[src/rtl/rxs_pkg.sv]
package rxs_pkg;
    // Idle limit for code c is BASE_FRAMES << c
    localparam int BASE_FRAMES = 4;
    localparam int CODE_W      = 2;
    localparam int LIMIT_MAX   = BASE_FRAMES << ((1 << CODE_W) - 1);
    localparam int RUN_MAX     = LIMIT_MAX + 1;
    localparam int RUN_W       = $clog2(RUN_MAX + 1);

    typedef struct packed {
        logic [RUN_W-1:0] run;
        logic             armed;
        logic             flag;
    } idle_state_t;
endpackage

[src/rtl/rxs_idle_tracker.sv]
module rxs_idle_tracker
    import rxs_pkg::*;
(
    input  logic              clk,
    input  logic              rst_n,
    input  logic              frame_tick,
    input  logic              rxd,
    input  logic              start_det,
    input  logic [CODE_W-1:0] idle_code,
    input  logic              idle_clr,
    output logic              idle_flag
);
    idle_state_t      st_d, st_q;
    logic [RUN_W-1:0] limit;
    logic             set_c;

    always_comb begin
        limit = RUN_W'(BASE_FRAMES) << idle_code;
        st_d  = st_q;
        set_c = 1'b0;
        if (start_det) begin
            st_d.run   = '0;
            st_d.armed = 1'b1;
        end else if (frame_tick) begin
            if (!rxd) begin
                st_d.run = '0;
            end else if (st_q.run != RUN_W'(RUN_MAX)) begin
                st_d.run = st_q.run + 1'b1;
            end
        end
        if (st_q.armed && !start_det && (st_d.run > limit)) begin
            set_c      = 1'b1;
            st_d.flag  = 1'b1;
            st_d.armed = 1'b0;
        end else if (idle_clr) begin
            st_d.flag = 1'b0;
        end
    end

    always_ff @(posedge clk or negedge rst_n) begin
        if (!rst_n) begin
            st_q <= '0;
        end else begin
            st_q <= st_d;
        end
    end

    assign idle_flag = st_q.flag;

    assert_run_bounded_R2: assert property (@(posedge clk) disable iff (!rst_n)
        st_q.run <= RUN_W'(RUN_MAX));
    assert_start_restarts_R3: assert property (@(posedge clk) disable iff (!rst_n)
        start_det |=> (st_q.run == '0) && st_q.armed);
    assert_set_needs_arm_R3: assert property (@(posedge clk) disable iff (!rst_n)
        $rose(st_q.flag) |-> $past(st_q.armed));
    assert_clear_drops_flag_R4: assert property (@(posedge clk) disable iff (!rst_n)
        (idle_clr && !set_c) |=> !idle_flag);
    assert_set_beats_clear_R5: assert property (@(posedge clk) disable iff (!rst_n)
        (idle_clr && set_c) |=> idle_flag);
endmodule

[src/rtl/rxs_level_cmp.sv]
module rxs_level_cmp #(
    parameter int LVL_W = 6
) (
    input  logic [LVL_W-1:0] level,
    input  logic [LVL_W-1:0] trig,
    input  logic             en,
    output logic             hit
);
    always_comb begin
        hit = en && (level != '0) && (level >= trig);
    end
endmodule

[src/rtl/rx_status_monitor.sv]
module rx_status_monitor
    import rxs_pkg::*;
#(
    parameter int LVL_W = 6
) (
    input  logic              clk,
    input  logic              rst_n,
    input  logic              frame_tick,
    input  logic              rxd,
    input  logic              start_det,
    input  logic [CODE_W-1:0] idle_code,
    input  logic              idle_clr,
    input  logic [LVL_W-1:0]  fifo_level,
    input  logic [LVL_W-1:0]  rdy_trig,
    input  logic              rdy_en,
    input  logic [LVL_W-1:0]  dma_trig,
    input  logic              dma_en,
    output logic              idle_flag,
    output logic              rdy_irq,
    output logic              dma_req
);
    localparam int NUM_CMP = 2;

    logic [NUM_CMP-1:0][LVL_W-1:0] trig_v;
    logic [NUM_CMP-1:0]            en_v;
    logic [NUM_CMP-1:0]            hit_v;

    assign trig_v = {dma_trig, rdy_trig};
    assign en_v   = {dma_en, rdy_en};

    rxs_idle_tracker u_idle (
        .clk        (clk),
        .rst_n      (rst_n),
        .frame_tick (frame_tick),
        .rxd        (rxd),
        .start_det  (start_det),
        .idle_code  (idle_code),
        .idle_clr   (idle_clr),
        .idle_flag  (idle_flag)
    );

    for (genvar g = 0; g < NUM_CMP; g++) begin : g_cmp
        rxs_level_cmp #(.LVL_W(LVL_W)) u_cmp (
            .level (fifo_level),
            .trig  (trig_v[g]),
            .en    (en_v[g]),
            .hit   (hit_v[g])
        );
    end

    assign rdy_irq = hit_v[0];
    assign dma_req = hit_v[1];

    assert_rdy_gated_R8: assert property (@(posedge clk) disable iff (!rst_n)
        !rdy_en |-> !rdy_irq);
    assert_dma_gated_R8: assert property (@(posedge clk) disable iff (!rst_n)
        !dma_en |-> !dma_req);
    assert_rdy_level_R6: assert property (@(posedge clk) disable iff (!rst_n)
        rdy_irq |-> (fifo_level >= rdy_trig) && (fifo_level != '0));
    assert_dma_level_R7: assert property (@(posedge clk) disable iff (!rst_n)
        dma_req |-> (fifo_level >= dma_trig) && (fifo_level != '0));
endmodule

[config.mk]
export PLATFORM = sky130hd
export DESIGN_NAME = rx_status_monitor
export DESIGN_NICKNAME = d
export VERILOG_FILES = /design/src/rtl/rxs_pkg.sv /design/src/rtl/rxs_idle_tracker.sv /design/src/rtl/rxs_level_cmp.sv /design/src/rtl/rx_status_monitor.sv
export SDC_FILE = /design/constraint.sdc
export NUM_CORES = 1
export LEC_CHECK = 0
export ABC_AREA = 1
export BUFFER_PORTS_ARGS = -buffer_cell sky130_fd_sc_hd__buf_4
export CORE_MARGIN = 3
export CORE_UTILIZATION = 52
export CTS_BUF_LIST = sky130_fd_sc_hd__clkbuf_16
export DETAILED_ROUTE_END_ITERATION = 10
export PLACE_DENSITY = 0.81
export SLEW_MARGIN = 20
export SYNTH_ARGS = -nofsm -noshare
export SYNTH_HDL_FRONTEND = slang
export SYNTH_SLANG_ARGS = --single-unit
[constraint.sdc]
create_clock -name clk -period 4.11 [get_ports clk]
set_clock_uncertainty 0.15 [all_clocks]
set_input_delay 0 -clock clk [delete_from_list [all_inputs] [get_ports clk]]
set_output_delay 0 -clock clk [all_outputs]
set_load 0.01 [all_outputs]
==> flow_metrics.env <==
export IMPL_synth_top_area_share_pct=24.66
export IMPL_rsz0062_at_grt="no"
export IMPL_avgSynthCellArea_um2=7.080
export IMPL_post_route_period_util_pct=58.86
export IMPL_crit_fanout=5
export IMPL_seqCellArea_um2=200.2
export IMPL_clockRootBuffer="clkbuf_16"
export IMPL_area_growth_pct=39.45
export IMPL_multi_input_area_um2=581.8
export IMPL_reg2regPathDepth=14
export IMPL_worstPathRequired_ps=4070
export IMPL_leakage_nw=0.7738
export IMPL_synth_top_family_by_area="simple AND/OR/NAND/NOR gates"
export IMPL_cts_buffers=3
export IMPL_dr_total_vias=986
export IMPL_ys_ff_latch=8
export IMPL_yosys_area_top_type="ha_1"
export IMPL_grt_pass1_wl_mm=4.029
export IMPL_initial_core_util_pct=57.94
export IMPL_wire_per_inst_um=14.15
export IMPL_io_pin_count=31
export IMPL_arrival_ps=2380
export IMPL_clkPwrFrac_pct=48.9
export IMPL_wl_mm=2.576
export IMPL_fin_area_um2=1274
export IMPL_ctsResizeCount=0
export IMPL_grt_overflow=0
export IMPL_cp_end_kind="flip-flop"
export IMPL_cts_tree="built"
export IMPL_setup_viol=0
export IMPL_muxShareOfSynthArea_pct=0
export IMPL_gp_congestion=0.8145
export IMPL_fmax_mhz=413.4
export IMPL_grt_pass1_vias=973
export IMPL_io_buffers=30
export IMPL_clk_pin_slew_ps=40
export IMPL_synth_edf_count=0
export IMPL_finalCriticalPeriod_ps=2419
export IMPL_fillers=101
export IMPL_track_usage_pct=25.86
export IMPL_synth_compound_area_share_pct=9.589
export IMPL_power_share_switching_pct=25.47
export IMPL_route_detailed_drc=0
export IMPL_post_synth_top_count_cell="inv_1"
export IMPL_synth_xor_area_share_pct=0
export IMPL_power_per_cell_area_nw_per_um2=265.1
export IMPL_diodes=0
export IMPL_die_area_um2=2295
export IMPL_dpl_instance_area_um2=1159
export IMPL_tns_ps=0
export IMPL_irDropWorstVdd_mv=0.2315
export IMPL_core_area_um2=1577
export IMPL_syn_cell_area_um2=913.4
export IMPL_status="finished clean"
export IMPL_async_flop_share_pct=100.0
export IMPL_hold_viol=0
export IMPL_htreeDepth=1
export IMPL_nNetsFinal=214
export IMPL_drtIter0Drc=16
export IMPL_criticalPathCategory="reg2reg"
export IMPL_netlist_instances=129
export IMPL_syn_nets=175
export IMPL_synth_main_ff_cell="dfrtp_1"
export IMPL_hp_class="in2reg"
export IMPL_synth_adder_area_share_pct=24.66
export IMPL_cts_sinks=8
export IMPL_synth_seq_area_share_pct=21.92
export IMPL_p_comb_share_pct=25.8
export IMPL_post_cts_buffers=0
export IMPL_synth_distinct_cells=20
export IMPL_pwr_share_seq_pct=25.3
export IMPL_drtAntennaViolNets=0
export IMPL_antenna_found_initial=0
export IMPL_rows=14
export IMPL_slew_viol_final=0
export IMPL_min_path_cells=4
export IMPL_final_layout_size_suffix_gt1_share_pct=25.30
export IMPL_grt_start_max_net_pins=9
export IMPL_cp_start_kind="flip-flop"
export IMPL_cap_violations=0
export IMPL_p_int_mw=0.2517
export IMPL_die_w_um=47.91
export IMPL_yosys_top_cells_count="inv_1 (33), nand2_1 (25), ha_1 (18)"
export IMPL_die_h_um=47.91
export IMPL_synthTopCellsByArea="ha_1 (25%), dfrtp_1 (22%), inv_1 (14%)"
export IMPL_yosys_area_share_simple_pct=29.45
export IMPL_p_switching_mw=0.08603
export IMPL_clockBufferDepth=2
export IMPL_via_per_inst=5.418
export IMPL_worstMarginPinSlew_ps=399.6
export IMPL_yosysWarnings=0
export IMPL_dr_pass1_iters=4
export IMPL_dp_hpwl_mm=1.965
export IMPL_insertion_delay_ps=230
export IMPL_slew_headroom_pct=73.36
[layout by cell type (no fill, tap or decap), drive strengths merged]
| cell type | synthesis | layout |
|---|---|---|
| nand2 | 25 | 25 |
| o211ai | 2 | 2 |
| and3b | 1 | 1 |
| nand3b | 1 | 1 |
| dfrtp | 8 | 8 |
| buf | 0 | 30 |
| clkinv | 1 | 1 |
| a21oi | 10 | 10 |
| nand3 | 13 | 13 |
| inv | 34 | 34 |
| ha | 18 | 18 |
| nor4 | 1 | 1 |
| nand4 | 2 | 2 |
| or2 | 1 | 1 |
| nor3 | 2 | 2 |
| o2111ai | 2 | 2 |
| dlygate4sd3 | 0 | 4 |
| clkbuf | 0 | 3 |
| nor2 | 7 | 7 |
| o21ai | 1 | 1 |
[cells by family (layout without fill, tap and decap cells)]
kind of cell | after synthesis | after routing
AO/OA/AOI/OAI | 15 | 15
adder cells (fa/ha/maj) | 18 | 18
buffers and inverters | 35 | 72
flip-flops | 8 | 8
AND/OR/NAND/NOR | 53 | 53
[worst paths after layout]
check,from,end,slack (ps)
min in group asynchronous,rst_n,u_idle.st_q[7]$_DFF_PN0_,620
min reg2reg,u_idle.st_q[1]$_DFFE_PN0P_,u_idle.st_q[1]$_DFFE_PN0P_,320
min,frame_tick,u_idle.st_q[3]$_DFF_PN0_,40
max,u_idle.st_q[2]$_DFF_PN0_,u_idle.idle_flag$_DFFE_PN0P_,1690
max reg2reg,u_idle.st_q[2]$_DFF_PN0_,u_idle.idle_flag$_DFFE_PN0P_,1690
max in group asynchronous,rst_n,u_idle.idle_flag$_DFFE_PN0P_,2920
[area by class of cell]
cell class	instances	area share, %
inverters	35	10.31
flip-flops and latches	8	15.72
well taps	16	1.572
clock buffers	3	5.894
repair buffers	34	20.83
multi-input cells	86	45.68
[power by group through the flow]
stage | Combinational, mW | Clock (mW) | Sequential (mW)
after floorplan | 0.0416 | 0 | 0.0866
after global placement | 0.0771 | 0 | 0.0864
after detailed placement | 0.0824 | 0 | 0.0865
after CTS | 0.0871 | 0.165 | 0.0855
after global routing | 0.0989 | 0.169 | 0.0858
final | 0.0871 | 0.165 | 0.0855
[layer usage]
metal / up-vias / global-route usage [%] / part of all wire [%]
met5: - / 0 / 0
met4: 0 / 18.28 / 4.6
met3: 14 / 3.008 / 5.2
met2: 38 / 43.54 / 48
met1: 443 / 30.00 / 42
li1: 491 / - / -
[registers in the layout, summed over array words and instances (netlist names)]
name	flops
u_idle.st_q	7
u_idle.idle_flag	1
[what timing repair did]
action | in CTS | in global routing
endpoints found under the hold margin | 13 | 0
hold buffers | 4 | 0
endpoints found under the setup margin | 0 | 0
[critical path: stages, from the launching register on]
cell and delay, ps:
dfrtp_1 420, ha_1 220, nand2_1 50, inv_1 40
nand3_2 90, a21oi_1 80, or2_4 250, nor3_2 180
ha_1 280, nand2_1 70, inv_1 30, o21ai_0 130
nand3_1 120, nand3b_1 130, nand2_1 60
[metrics by stage]
stage | hold WS, ps | instances | worst slack, ps | utilization [%] | power, mW
after floorplan | -445.6 | 129 | 1983 | - | 0.1282
after global placement | -326.5 | 175 | 1861 | 73.49 | 0.1635
after detailed placement | -322.8 | 175 | 1763 | 73.49 | 0.1689
after CTS | 40.13 | 182 | 1732 | 80.79 | 0.3378
after global routing | 61.15 | 182 | 1541 | 80.79 | 0.3534
final | 37.39 | 182 | 1691 | 80.79 | 0.3377
Power figures use the tool's default switching activity.
